File: config.mk
export PLATFORM = sky130hd
export DESIGN_NAME = priv_ctl_regs
export DESIGN_NICKNAME = d
export VERILOG_FILES = /design/src/rtl/priv_ctl_pkg.sv /design/src/rtl/stat_wr_filter.sv /design/src/rtl/cause_wr_filter.sv /design/src/rtl/tc_mirror_merge.sv /design/src/rtl/priv_ctl_regs.sv
export SDC_FILE = /design/constraint.sdc
export NUM_CORES = 1
export LEC_CHECK = 0
export BUFFER_PORTS_ARGS = -buffer_cell sky130_fd_sc_hd__buf_2
export CELL_PAD_IN_SITES_DETAIL_PLACEMENT = 0
export CELL_PAD_IN_SITES_GLOBAL_PLACEMENT = 2
export CORE_MARGIN = 8
export CORE_UTILIZATION = 25
export CTS_CLUSTER_SIZE = 14
export DETAILED_ROUTE_END_ITERATION = 7
export GPL_TIMING_DRIVEN = 0
export PLACE_DENSITY_LB_ADDON = 0.15
export RECOVER_POWER = 25
export SYNTH_ARGS = -nofsm -noshare
export SYNTH_HDL_FRONTEND = slang
export SYNTH_SLANG_ARGS = --single-unit
File: constraint.sdc
create_clock -name clk -period 1.4 [get_ports clk]
set_input_delay 0.14 -clock clk [delete_from_list [all_inputs] [get_ports clk]]
set_output_delay 0.14 -clock clk [all_outputs]
set_load 0.02 [all_outputs]
File: src/rtl/priv_ctl_pkg.sv
package priv_ctl_pkg;

  localparam int unsigned WORD_W  = 32;
  localparam int unsigned ASID_W  = 8;
  localparam int unsigned NUM_SWI = 2;

  // Status bit positions
  localparam int unsigned ST_CU_LO  = 28;
  localparam int unsigned ST_MX     = 24;
  localparam int unsigned ST_SR     = 20;
  localparam int unsigned ST_NMI    = 19;
  localparam int unsigned ST_KX     = 7;
  localparam int unsigned ST_SX     = 6;
  localparam int unsigned ST_UX     = 5;
  localparam int unsigned ST_KSU_LO = 3;

  // Cause bit positions
  localparam int unsigned CA_DC     = 27;
  localparam int unsigned CA_IV     = 23;
  localparam int unsigned CA_WP     = 22;
  localparam int unsigned CA_IP_LO  = 8;

  // Mirror bit positions
  localparam int unsigned TC_CU_LO  = 28;
  localparam int unsigned TC_MX     = 27;
  localparam int unsigned TC_KSU_LO = 11;
  localparam int unsigned TC_ASID_LO = 0;

  localparam logic [WORD_W-1:0] CA_BASE_WMASK =
    (WORD_W'(1) << CA_IV) | (WORD_W'(1) << CA_WP) |
    (WORD_W'(3) << CA_IP_LO);

  typedef enum logic [1:0] {
    SEL_NONE   = 2'b00,
    SEL_STATUS = 2'b01,
    SEL_CAUSE  = 2'b10,
    SEL_RSVD   = 2'b11
  } reg_sel_e;

  typedef struct packed {
    logic stop;
    logic start;
  } cnt_ctl_t;

endpackage

File: src/rtl/stat_wr_filter.sv
module stat_wr_filter
  import priv_ctl_pkg::*;
(
  input  logic [WORD_W-1:0] old_val,
  input  logic [WORD_W-1:0] wdata,
  input  logic [WORD_W-1:0] wmask,
  input  logic              r6,
  input  logic              super_ok,
  input  logic              wide64,
  output logic [WORD_W-1:0] new_val,
  output logic              flush_req
);

  logic [WORD_W-1:0] data_adj;
  logic [WORD_W-1:0] mask_adj;
  logic [2:0]        seg_old;
  logic [2:0]        seg_new;
  logic              kx_w;
  logic              sx_w;
  logic              ux_w;

  // Chained segment enables: a lower level needs the one above it.
  always_comb begin
    kx_w = wdata[ST_KX];
    sx_w = wdata[ST_SX] & kx_w;
    ux_w = wdata[ST_UX] & sx_w;
    data_adj = wdata;
    if (r6 && wide64) begin
      data_adj[ST_KX] = kx_w;
      data_adj[ST_SX] = sx_w;
      data_adj[ST_UX] = ux_w;
    end
  end

  // Release-6 narrowing of the writable mask.
  always_comb begin
    mask_adj = wmask;
    if (r6) begin
      if (super_ok && (data_adj[ST_KSU_LO+1:ST_KSU_LO] == 2'b11)) begin
        mask_adj[ST_KSU_LO+1:ST_KSU_LO] = 2'b00;
      end
      if (data_adj[ST_SR]) begin
        mask_adj[ST_SR] = 1'b0;
      end
      if (data_adj[ST_NMI]) begin
        mask_adj[ST_NMI] = 1'b0;
      end
    end
  end

  always_comb begin
    new_val   = (old_val & ~mask_adj) | (data_adj & mask_adj);
    seg_old   = old_val[ST_KX:ST_UX];
    seg_new   = new_val[ST_KX:ST_UX];
    flush_req = |(seg_old & ~seg_new);
  end

endmodule

File: src/rtl/cause_wr_filter.sv
module cause_wr_filter
  import priv_ctl_pkg::*;
(
  input  logic [WORD_W-1:0]  old_val,
  input  logic [WORD_W-1:0]  wdata,
  input  logic               r2,
  input  logic               r6,
  output logic [WORD_W-1:0]  new_val,
  output cnt_ctl_t           cnt_evt,
  output logic [NUM_SWI-1:0] swi_chg
);

  logic [WORD_W-1:0] mask_adj;
  logic [WORD_W-1:0] diff;

  always_comb begin
    mask_adj = CA_BASE_WMASK;
    if (r2) begin
      mask_adj[CA_DC] = 1'b1;
    end
    if (r6 && wdata[CA_WP]) begin
      mask_adj[CA_WP] = 1'b0;
    end
    new_val = (old_val & ~mask_adj) | (wdata & mask_adj);
    diff    = old_val ^ new_val;
    cnt_evt.stop  = diff[CA_DC] & new_val[CA_DC];
    cnt_evt.start = diff[CA_DC] & ~new_val[CA_DC];
  end

  for (genvar g = 0; g < NUM_SWI; g++) begin : g_swi
    assign swi_chg[g] = diff[CA_IP_LO+g];
  end

endmodule

File: src/rtl/tc_mirror_merge.sv
module tc_mirror_merge
  import priv_ctl_pkg::*;
(
  input  logic [WORD_W-1:0] mirror_old,
  input  logic [WORD_W-1:0] status_new,
  input  logic [ASID_W-1:0] asid,
  output logic [WORD_W-1:0] mirror_new
);

  always_comb begin
    mirror_new = mirror_old;
    mirror_new[TC_CU_LO+3:TC_CU_LO]   = status_new[ST_CU_LO+3:ST_CU_LO];
    mirror_new[TC_MX]                 = status_new[ST_MX];
    mirror_new[TC_KSU_LO+1:TC_KSU_LO] = status_new[ST_KSU_LO+1:ST_KSU_LO];
    mirror_new[TC_ASID_LO+ASID_W-1:TC_ASID_LO] = asid;
  end

endmodule

File: src/rtl/priv_ctl_regs.sv
module priv_ctl_regs
  import priv_ctl_pkg::*;
#(
  parameter logic [31:0] STATUS_RST = 32'h0000_0000,
  parameter logic [31:0] CAUSE_RST  = 32'h0000_0000,
  parameter logic [31:0] MIRROR_RST = 32'h0000_0000
) (
  input  logic        clk,
  input  logic        rst_n,
  input  logic        wr_en,
  input  logic [1:0]  wr_sel,
  input  logic [31:0] wr_data,
  input  logic        cfg_r6,
  input  logic        cfg_r2,
  input  logic        cfg_super,
  input  logic        cfg_64,
  input  logic [31:0] cfg_status_wmask,
  input  logic [7:0]  asid_in,
  output logic [31:0] status_q,
  output logic [31:0] cause_q,
  output logic [31:0] tc_status_q,
  output logic        count_stop,
  output logic        count_start,
  output logic [1:0]  swi_req,
  output logic        tlb_flush
);

  logic [WORD_W-1:0]  status_r, status_d, status_calc;
  logic [WORD_W-1:0]  cause_r, cause_d, cause_calc;
  logic [WORD_W-1:0]  mirror_r, mirror_d, mirror_calc;
  logic [NUM_SWI-1:0] swi_r, swi_d, swi_chg;
  cnt_ctl_t           cnt_r, cnt_d, cnt_evt;
  logic               flush_r, flush_d, flush_req;
  logic               st_we, ca_we;
  reg_sel_e           sel;

  assign sel   = reg_sel_e'(wr_sel);
  assign st_we = wr_en && (sel == SEL_STATUS);
  assign ca_we = wr_en && (sel == SEL_CAUSE);

  stat_wr_filter u_stat (
    .old_val  (status_r),
    .wdata    (wr_data),
    .wmask    (cfg_status_wmask),
    .r6       (cfg_r6),
    .super_ok (cfg_super),
    .wide64   (cfg_64),
    .new_val  (status_calc),
    .flush_req(flush_req)
  );

  cause_wr_filter u_cause (
    .old_val(cause_r),
    .wdata  (wr_data),
    .r2     (cfg_r2),
    .r6     (cfg_r6),
    .new_val(cause_calc),
    .cnt_evt(cnt_evt),
    .swi_chg(swi_chg)
  );

  tc_mirror_merge u_mirror (
    .mirror_old(mirror_r),
    .status_new(status_calc),
    .asid      (asid_in),
    .mirror_new(mirror_calc)
  );

  // Next state
  always_comb begin
    status_d    = st_we ? status_calc : status_r;
    mirror_d    = st_we ? mirror_calc : mirror_r;
    flush_d     = st_we & flush_req;
    cause_d     = ca_we ? cause_calc : cause_r;
    cnt_d.stop  = ca_we & cnt_evt.stop;
    cnt_d.start = ca_we & cnt_evt.start;
  end

  for (genvar g = 0; g < NUM_SWI; g++) begin : g_swi_nxt
    assign swi_d[g] = (ca_we && swi_chg[g]) ? cause_calc[CA_IP_LO+g] : swi_r[g];
  end

  // Registers
  always_ff @(posedge clk or negedge rst_n) begin
    if (!rst_n) begin
      status_r <= STATUS_RST;
      cause_r  <= CAUSE_RST;
      mirror_r <= MIRROR_RST;
      swi_r    <= '0;
      cnt_r    <= '0;
      flush_r  <= 1'b0;
    end else begin
      if (st_we) begin
        status_r <= status_d;
        mirror_r <= mirror_d;
      end
      if (ca_we) begin
        cause_r <= cause_d;
        swi_r   <= swi_d;
      end
      cnt_r   <= cnt_d;
      flush_r <= flush_d;
    end
  end

  assign status_q    = status_r;
  assign cause_q     = cause_r;
  assign tc_status_q = mirror_r;
  assign count_stop  = cnt_r.stop;
  assign count_start = cnt_r.start;
  assign swi_req     = swi_r;
  assign tlb_flush   = flush_r;

endmodule

Word level (Yosys, flattened, before mapping) --
Cells that the tools add are included.
Operators by class: div/mod/pow operators 0, equal/unequal tests 3, bitwise gates (word level) 19, $mul 0, multiplexer cells 8, order comparisons 0, reductions and logical operators 10, add/subtract/negate cells 0, shift operators 0
Operators by type and width (number):
- 32-bit AND | 3
- 32-bit OR | 2
- 32-bit by 28-bit AND with 32-bit output | 1
- 28-bit NOT with 32-bit output | 1
- 32-bit NOT | 1
- 28-bit bitwise XOR | 1
- 2-bit two-way mux | 4
- 1-bit AND | 7
- 1-bit logical AND | 7
- 2-bit == test, second input constant | 2
- 1-bit two-way mux | 4
- 2-bit AND reduction | 2
- 3-bit AND | 1
- 3-bit NOT | 1
- 3-bit OR reduction | 1
- 2-bit by 1-bit == test with 1-bit output, second input constant | 1
- 1-bit NOT | 1
Word-level totals: word-level logic and storage cells 48, memories kept 0, flip-flop bits (word level) 84, latch bits 0, memory bits (writable) 0, ROM bits 0

Logic depth before layout (Yosys ltp) --
Gate-level depths: netlist of run 1.
depth after elaboration 11, mapped depth 5

Modules after synthesis --
From an unflattened synthesis of run 1, not the netlist that was laid out.
Second synthesis, totals: cells, all modules 344, area total of the unflattened synthesis 4928.5 µm²
By module, submodules not included:
- priv_ctl_regs | area each 3972.6 µm², instances 1, cells each 219, sequential area each 2527.4 µm²
- stat_wr_filter | area each 432.9 µm², instances 1, cells each 54, sequential area each 0.0 µm²
- cause_wr_filter | area each 282.8 µm², instances 1, cells each 39, sequential area each 0.0 µm²
- tc_mirror_merge | area each 240.2 µm², instances 1, cells each 32, sequential area each 0.0 µm²

Worst setup path before layout of run 1 --
Ideal clock, no wire load.
kind input -> register, from input wr_sel[1], to register mirror_r[5] (netlist: tc_status_q[5]), data arrival time 0.958 ns, setup time 0.125 ns, cell stages on the path 4, setup slack 0.317 ns, data required time 1.275 ns, cell sequence and3b_1 buf_6 clkbuf_8 mux2_2
Between the ends: longest elaborated chain between the ends 2
Ends and longest elaborated chain:
- from (decl) | line priv_ctl_regs.sv:11 | input logic [1:0] wr_sel,
- 2-bit by 1-bit == test with 1-bit output | line priv_ctl_regs.sv:38 | assign st_we = wr_en && (sel == SEL_STATUS);
- 1-bit logical AND | line priv_ctl_regs.sv:38
- to (signal assigned) | line priv_ctl_regs.sv:95 | mirror_r <= mirror_d;
- to (decl) | line priv_ctl_regs.sv:30 | logic [WORD_W-1:0] mirror_r, mirror_d, mirror_calc;
No other way between the ends. A chain may end at the register's enable or synchronous reset.

==> summary.md, run 1 <==
| Metric | Value |
|---|---|
| Outcome | finished, final reports clean |
| Final hold slack | 35.3 ps |
| Placed Instances | around 530 |
| CTS Sinks | 50 |
| Min-delay src | cfg_status_wmask[19] |
| Cell internal pwr | 2.96 mW |
| Power density cells | ~1200 mW/mm2 |
| Seq cells post-synth | 50 |
| Final setup viols | 0 |
| # IOs | 182 |
| Crit Path Max Fanout | 3 |
| Largest net degree at the start of global routing | 51 |
| GR Util All Layers | 0.107 |
| CTS tree | done |
| Nets | roughly 490 |
| Vias per cell | 3.77 |
| Layout Skew | 7.41 ps |
| DP HPWL | 6200 um |
| Relative slew slack | 0.218 |
| Synth Cell Area | 0.00259 mm2 |
| Cts repair resizes | 0 |
| Worst Tran Pin Value | 1170 ps |
| Htree depth | 2 |
| Tmin final | roughly 1100 ps |
| Area Growth Syn to Fin | 40.5% |
| Vias after detailed routing | approximately 2,000 |
| Die Span Y | roughly 120 um |
| Row count | 37 |
| Vias in the first global route | 2,148 |
| HP Class | input port to flop |
| Final Hold Vio Count | 0 |
| CP cell instances | buf_4 > buf_2 |
| LEAKAGE | 2.00 nW |
| Cell variety after synth | 26 |
| Total CTS buffers | 5 |
| Sequential Power Share | 0.418 |
| Post-CTS Setup Bufs | 0 |
| Leading cell type in the layout, fill and taps excluded | buf_2 |
| GPL Wtd Cong | a little under 0.7 |
| Longest Clk Path Bufs | 2 |
| Overflow after GRT | 0 |
| Design Power | 4.48 mW |
| IO Port Bufs | roughly 140 |
| IR Drop Worst-Case VDD | 0.377 mV |
| Initial core utilization | 0.254 |
| Bufs and invs on worst path | 2 |
| Antenna violations before repair | 0 |
| Final WL | between 7000 and 8000 um |
| Fin crit share | 0.812 |
| Max-slew violation count | 0 |
| Post-DP Area | ~0.0036 mm2 |
| Layout Cells excl Fill | 541 |
| Proportion of layout cells with a drive suffix above 1 | 0.551 |
| Drt wl/cell | 14.0 um |
| Slowest Stage Delay on Critical Path | 410 ps |
| Cts hold-fix bufs | 0 |
| Root buffer cell | clkbuf_8 |
| DR pass1 iterations | 3 |
| Critical Path Start Type | flop |
| Clock Power Share | 0.236 |
| Largest delay share family, worst path | flip-flops |
| Clk_lat worst skew | 300 ps |
| Critical Path RT | 1260 ps |
| Switch Pwr | 1.52 mW |
| Comb power frac | 0.346 |
| # diodes | 0 |
| Syn Area/Cell | 11.9 um2 |
| Sw frac | 0.339 |
| Commonest non-fill, non-tap cells in the layout | buf_2 (135), buf_4 (51), dfrtp_1 (50) |
| Final instance area | roughly 0.0036 mm2 |
| DR DRC count | 0 |
| Fmax | 880 MHz |
| Critical Path End Type | primary output |
| Number of fill cells | 1,105 |
| CP Data Arrival Time | 1000 ps |
| Die area | 0.0139 mm2 |
| RSZ-0062 raised after global routing | no |
| Clock Pin Slew Worst Setup and Hold Paths | 90 ps |
| Die width | 118 um |
| DRC violation total after the first TritonRoute iteration | 61 |
| Core area | 0.0102 mm2 |
| Worst path slowest cell | dfrtp_1 |
| Global-route wire length before repair | roughly 12,000 um |
| DRT antenna net count | 0 |
| Mapped Cells | roughly 220 |
| Yosys warning total | 0 |
| Part of the Yosys area used for sequential elements | 0.483 |
| Setup_tns | 0 ps |
| WS Path Type | flop to primary output |
| Max-cap violations | 0 |
## kinds of logic after synthesis
group | Yosys count | share of synthesized area
buffers and inverters | 62 | 0.186
AOI/OAI and AO/OA | 14 | 0.0333
muxes | 39 | 0.206
other | 1 | 0.00145
and+or+nand+nor | 52 | 0.0903
DFF | 50 | 0.483
## metal layers
layer  GRT usage  vias up  part of all wire
li1            -     1004                 -
met1       0.127      926              0.45
met2       0.173      104              0.46
met3      0.0489        6             0.087
met4      0.0264        0            0.0093
met5           0        -                 0
## power groups by stage
stage | Clock, mW | Combinational [mW] | Sequential, mW
2_1_floorplan | 0 | 0.720 | 2.25
3_3_place_gp | 0 | 1.66 | 1.89
3_5_place_dp | 0 | 1.66 | 1.91
4_1_cts | 1.12 | 1.66 | 1.88
5_1_grt | 1.17 | 1.67 | 1.91
6_report | 1.06 | 1.55 | 1.87
## path summary, 6_finish.rpt
check,end,slack [ps],cells past startpoint
worst min-delay path,flop,40,2
max in group asynchronous,cause_q[8]$_DFFE_PN0P_,610,1
worst min register to register,cause_q[23]$_DFFE_PN0P_,480,2
min in group asynchronous,async pin,70,1
worst max-delay path,tc_status_q[12],260,2
worst max register to register,flop,580,1
## cell usage after synthesis (all sizes together)
| cell | instances | share of area |
|---|---|---|
| buf | 56 | 0.17 |
| dfrtp | 50 | 0.48 |
| mux2 | 39 | 0.21 |
| nand2 | 39 | 0.057 |
| a31oi | 5 | 0.012 |
| inv | 5 | 0.0072 |
| o21ai | 4 | 0.0077 |
| and3b | 3 | 0.011 |
| nand3 | 3 | 0.0058 |
| a21oi | 2 | 0.0039 |
| nor2 | 2 | 0.0029 |
| nor3b | 2 | 0.0058 |
| clkbuf | 1 | 0.0053 |
| conb | 1 | 0.0014 |
| nand3b | 1 | 0.0029 |
| nand4 | 1 | 0.0024 |
| nand4b | 1 | 0.0034 |
| o2111ai | 1 | 0.0034 |
| o211ai | 1 | 0.0029 |
| o22a | 1 | 0.0034 |
## stage by stage
step | setup WS, ps | utilization
6_report | 263 | 0.357
5_1_grt | 175 | 0.357
4_1_cts | 242 | 0.365
3_5_place_dp | 82.5 | 0.354
3_3_place_gp | 71.1 | 0.354
2_1_floorplan | 317 | -
## final cells by class
type	instances	area, um2	share of cell area
tap	136	170	0.0468
buffer	57	442	0.121
clock buffer	6	82.6	0.0227
timing repair buffer	137	683	0.188
inverter	5	18.8	0.00516
multi-input combinational	149	962	0.264
clock inverter	1	30.0	0.00825
sequential	50	1250	0.344
No activity file was read; power rests on OpenSTA's default activity.
==> run 2: changes to the inputs <==
--- a/config.mk
+++ b/config.mk
@@ -9,7 +9,7 @@
 export CELL_PAD_IN_SITES_DETAIL_PLACEMENT = 0
 export CELL_PAD_IN_SITES_GLOBAL_PLACEMENT = 2
 export CORE_MARGIN = 8
-export CORE_UTILIZATION = 25
+export CORE_UTILIZATION = 21
 export CTS_CLUSTER_SIZE = 14
 export DETAILED_ROUTE_END_ITERATION = 7
 export GPL_TIMING_DRIVEN = 0
==> constraint.sdc (replaced) <==
create_clock -name clk -period 1 [get_ports clk]
set_input_delay 0.1 -clock clk [delete_from_list [all_inputs] [get_ports clk]]
set_output_delay 0.1 -clock clk [all_outputs]
set_load 0.02 [all_outputs]
==> run 2 against run 1 <==
Compared with the run above: the run now ends with hold timing, setup timing left; sequential share of layout area down 3.6 points; die area is 16% higher; sequential power is 42% higher; combinational power up 62%; final area up 12%; clock skew fell by 5.6 ps; flip-flop and latch count did not move; critical path depth is the same; count of clock-buffer cells in the layout unchanged; total power rose by 52%; via count up 1.3%.
==> summary.md, run 2 (synthesis gave the netlist of run 1 again) <==
| Metric | Value |
|---|---|
| Outcome | finished, violations left |
| Failing checks | hold timing, setup timing |
| Power density cells | 1680 mW/mm2 |
| Total CTS buffers | 5 |
| Crit Path Max Fanout | 3 |
| Longest Clk Path Bufs | 2 |
| Max-cap violations | 0 |
| DP HPWL | 6350 um |
| Layout Skew | 1.80 ps |
| DRC violation total after the first TritonRoute iteration | 68 |
| Vias in the first global route | 2,281 |
| Placed Instances | 545 |
| Fin crit share | 1.05 |
| Critical Path RT | 900 ps |
| Max-slew violation count | 0 |
| Slowest Stage Delay on Critical Path | around 420 ps |
| CP Data Arrival Time | 950 ps |
| DR pass1 iterations | 4 |
| CTS Sinks | 50 |
| Die area | 0.0161 mm2 |
| Core area | 0.0120 mm2 |
| Initial core utilization | 0.216 |
| CP cell instances | buf_6 > buf_6 |
| # IOs | 182 |
| Vias after detailed routing | 2,067 |
| Die width | 127 um |
| Drt wl/cell | 14.6 um |
| Cts hold-fix bufs | 1 |
| Largest net degree at the start of global routing | 51 |
| Global-route wire length before repair | 12,300 um |
| DRT antenna net count | 0 |
| Critical Path End Type | primary output |
| Final WL | about 8200 um |
| GR Util All Layers | 0.0956 |
| LEAKAGE | 2.25 nW |
| Nets | 494 |
| Final Hold Vio Count | 28 |
| Final setup viols | 4 |
| Fmax | between 900 and 1000 MHz |
| IR Drop Worst-Case VDD | 0.672 mV |
| Critical Path Start Type | flop |
| Design Power | 6.83 mW |
| WS Path Type | flop to primary output |
| Proportion of layout cells with a drive suffix above 1 | 0.641 |
| Overflow after GRT | 0 |
| GPL Wtd Cong | between 0.7 and 0.8 |
| IO Port Bufs | 137 |
| Relative slew slack | 0.438 |
| Die Span Y | approximately 130 um |
| Clock Pin Slew Worst Setup and Hold Paths | 70 ps |
| Root buffer cell | clkbuf_16 |
| CTS tree | done |
| Final hold slack | -85.7 ps |
| Vias per cell | roughly 3.7 |
| Commonest non-fill, non-tap cells in the layout | buf_2 (129), dfrtp_1 (50), buf_4 (50) |
| DR DRC count | 0 |
| Tmin final | 1050 ps |
| Area Growth Syn to Fin | 56.9% |
| Clk_lat worst skew | 280 ps |
| Worst path slowest cell | dfrtp_1 |
| Htree depth | 2 |
| Worst setup margin | -46.0 ps |
| Worst Tran Pin Value | 842 ps |
| Most used cell, CP | buf_6 |
| Row count | 40 |
| Leading cell type in the layout, fill and taps excluded | buf_2 |
| RSZ-0062 raised after global routing | yes |
| Antenna violations before repair | 1 |
| Place WS | -297 ps |
| Layout Cells excl Fill | 560 |
| HP Class | input port to async pin |
run 2: changes by cell type in the layout (fill, tap and decap cells not counted), moves of 4 or more:
cell	delta
mux2_4	+19
buf_6	+11
mux2_2	-4
buf_2	-6
nand2_2	+11
nand2_4	+5
clkbuf_8	-6
nand2_1	-16
clkbuf_16	+8
mux2_1	-15
run 2: through the flow:
step / setup TNS (ps) / utilization / cell area, um2
floorplan: -844 / - / 2760
detailed placement: -22150 / 0.302 / 3630
global route: -565 / 0.338 / 4060
finish: -145 / 0.338 / 4060
global placement: -24690 / 0.302 / 3630
CTS: -222 / 0.318 / 3820
run 2: power breakdown:
part | switching, mW | leakage [nW] | internal (mW)
Sequential | 0.241 | 0.600 | 2.41
Clock | 0.701 | 0.0688 | 0.969
Combinational | 1.29 | 1.58 | 1.21
run 2: final cells by class:
cell class	instances	area, um2
repair buffers	148	893
fillers	1260	7950
plain buffers	54	475
well taps	147	184
clock buffers	6	139
multi-input cells	149	1100
flip-flops and latches	50	1250
diodes	1	2.50
inverters	5	18.8
run 2: path summary, 6_finish.rpt:
kind	from	end	slack, ps	depth (start not counted)
worst max register to register	flop	flop	100	2
max in group asynchronous	rst_n	async pin	500	2
min in group clk	wr_data[27]	count_start$_DFF_PN0_	10	2
worst min-delay path	rst_n	async pin	-90	1
worst max-delay path	flop	tc_status_q[11]	-50	2
worst min register to register	cause_q[27]$_DFFE_PN0P_	count_stop$_DFF_PN0_	470	1
run 2: per-layer routing:
layer	share of wire	track usage	vias up
met5	0	0	-
met4	0.0032	0.0231	0
met3	0.084	0.0379	2
met2	0.46	0.152	97
met1	0.45	0.119	950
li1	-	-	1018
run 2: critical path: cells and delay by family, from the launching register on:
kind     cells  cell delay [ps]
flops        1              420
buf+inv      2              250
run 2: timing repair:
action	CTS	global route
setup endpoints to repair	7	39
pin swaps	0	4
setup buffers	0	5
hold endpoints to repair	1	28
gates resized for setup	18	30
gates cloned	0	4
==> run 3: changes to the inputs <==
--- a/config.mk
+++ b/config.mk
@@ -5,7 +5,7 @@
 export SDC_FILE = /design/constraint.sdc
 export NUM_CORES = 1
 export LEC_CHECK = 0
-export BUFFER_PORTS_ARGS = -buffer_cell sky130_fd_sc_hd__buf_2
+export BUFFER_PORTS_ARGS = -buffer_cell sky130_fd_sc_hd__buf_4
 export CELL_PAD_IN_SITES_DETAIL_PLACEMENT = 0
 export CELL_PAD_IN_SITES_GLOBAL_PLACEMENT = 2
 export CORE_MARGIN = 8
@@ -13,7 +13,7 @@
 export CTS_CLUSTER_SIZE = 14
 export DETAILED_ROUTE_END_ITERATION = 7
 export GPL_TIMING_DRIVEN = 0
-export PLACE_DENSITY_LB_ADDON = 0.15
+export PLACE_DENSITY_LB_ADDON = 0.1
 export RECOVER_POWER = 25
 export SYNTH_ARGS = -nofsm -noshare
 export SYNTH_HDL_FRONTEND = slang
==> run 3 against run 2 <==
Compared with the run above: highest routed layer unchanged; critical path depth unchanged; core utilization up 1.3 points; the run ends with setup timing left; worst setup slack worse by 1.6 ps; final area up 3.9%; flip-flop and latch count unchanged; sequential share of layout area down 1.1 points; routed wire length down 2.5%; non-clock buffer count down 2; die area unchanged; sequential power about the same; first-iteration DRC count up 31%; via count down 0.97%.
==> summary.md, run 3 (synthesis gave the netlist of run 1 again) <==
| Metric | Value |
|---|---|
| WS Path Type | flop to primary output |
| Fin crit share | 1.05 |
| GR Util All Layers | 0.0936 |
| Final instance area | approximately 0.0042 mm2 |
| Max-cap violations | 0 |
| Nets | 492 |
| DP HPWL | 6390 um |
| Number of fill cells | 1,211 |
| Worst setup margin | -47.6 ps |
| DR pass1 iterations | 4 |
| GPL Wtd Cong | 0.676 |
| Commonest non-fill, non-tap cells in the layout | buf_4 (180), dfrtp_1 (50), conb_1 (44) |
| Total CTS buffers | 5 |
| Sw frac | 0.309 |
| Final WL | ~8000 um |
| Overflow after GRT | 0 |
| Outcome | finished, violations left |
| Core area | 0.0120 mm2 |
| CP Data Arrival Time | 950 ps |
| Vias in the first global route | 2,174 |
| Longest Clk Path Bufs | 2 |
| Cell internal pwr | 5.07 mW |
| Sequential Power Share | 0.363 |
| Tmin final | 1050 ps |
| Crit Path Max Fanout | 3 |
| Critical Path End Type | primary output |
| Power density cells | 1740 mW/mm2 |
| DR DRC count | 0 |
| Clock Power Share | 0.264 |
| HP Class | input port to flop |
| Area Growth Syn to Fin | 63.0% |
| # diodes | 0 |
| Vias after detailed routing | 2,047 |
| Switch Pwr | about 2.3 mW |
| Clk_lat worst skew | about 290 ps |
| LEAKAGE | ~2.3 nW |
| Largest net degree at the start of global routing | 51 |
| Worst R2R Setup Slack | approximately 70 ps |
| Fmax | 955 MHz |
| Row count | 40 |
| IR Drop Worst-Case VDD | 0.987 mV |
| IO Port Bufs | ~140 |
| Global-route wire length before repair | 12,100 um |
| Root buffer cell | clkbuf_16 |
| CTS tree | done |
| Drt wl/cell | 14.3 um |
| DRT antenna net count | 0 |
| DRC violation total after the first TritonRoute iteration | between 80 and 90 |
| Antenna violations before repair | 0 |
| Clock Pin Slew Worst Setup and Hold Paths | ~70 ps |
| Final setup viols | 1 |
| Die Span Y | about 130 um |
| Leading cell type in the layout, fill and taps excluded | buf_4 |
| Die width | 127 um |
| # IOs | 182 |
| Critical Path RT | 900 ps |
| Critical Path Start Type | flop |
| Place WS | -269 ps |
| Comb power frac | 0.372 |
| Setup_tns | -47.6 ps |
| Htree depth | 2 |
| Failing checks | setup timing |
| Initial core utilization | 0.216 |
| Layout Skew | 0.612 ps |
| RSZ-0062 raised after global routing | yes |
| Max-slew violation count | 0 |
| CTS Sinks | 50 |
| Final Hold Vio Count | 0 |
| Die area | 0.0161 mm2 |
| Vias per cell | 3.66 |
| Post-DP Area | 0.00398 mm2 |
| Proportion of layout cells with a drive suffix above 1 | 0.583 |
-- run 3: cell type report --
type	instances	area (um2)	share of cell area
clock inverters	1	30.0	0.00711
inverters	5	18.8	0.00445
well taps	147	184	0.0436
clock buffers	7	133	0.0314
flip-flops and latches	50	1250	0.296
repair buffers	149	1150	0.274
multi-input cells	149	1030	0.244
plain buffers	51	420	0.0996
-- run 3: worst paths after layout --
check | start | to | cells past startpoint
max | flop | tc_status_q[12] | 2
min | wr_data[23] | cause_q[23]$_DFFE_PN0P_ | 3
max reg2reg | flop | flop | 2
min reg2reg | cause_q[27]$_DFFE_PN0P_ | count_stop$_DFF_PN0_ | 1
max in group asynchronous | rst_n | async pin | 2
min in group asynchronous | rst_n | async pin | 2
-- run 3: metal layers --
layer / GRT usage / up-vias / part of all wire
li1: - / 1016 / -
met1: 0.115 / 912 / 0.44
met2: 0.145 / 114 / 0.44
met3: 0.0445 / 5 / 0.11
met4: 0.0210 / 0 / 0.0080
met5: 0 / - / 0
-- run 3: repair_timing --
item / CTS / global route
setup endpoints to repair: 7 / 55
hold endpoints to repair: 53 / 0
setup buffers: 6 / 2
hold buffers: 4 / 0
resized for setup: 8 / 1
-- run 3: power by group through the flow --
stage | clock network [mW] | registers [mW] | logic [mW]
after floorplan | 0 | 3.16 | 1.02
after global placement | 0 | 2.69 | 2.68
after detailed placement | 0 | 2.70 | 2.69
after CTS | 2.04 | 2.68 | 2.75
after global routing | 2.08 | 2.72 | 2.90
final | 1.94 | 2.67 | 2.73
-- run 3: per-stage QoR --
step	util	total power, mW	std cells	hold WS (ps)
after global routing	0.351	7.70	559	25.7
after global placement	0.331	5.37	545	205
final	0.351	7.33	559	17.4
after CTS	0.350	7.47	557	14.6
after floorplan	-	4.18	261	-196
after detailed placement	0.331	5.39	545	202
-- run 3: critical path, cell delays in order (launching register included) --
cell and delay, ps:
dfrtp_1 420, buf_6 130, buf_6 120
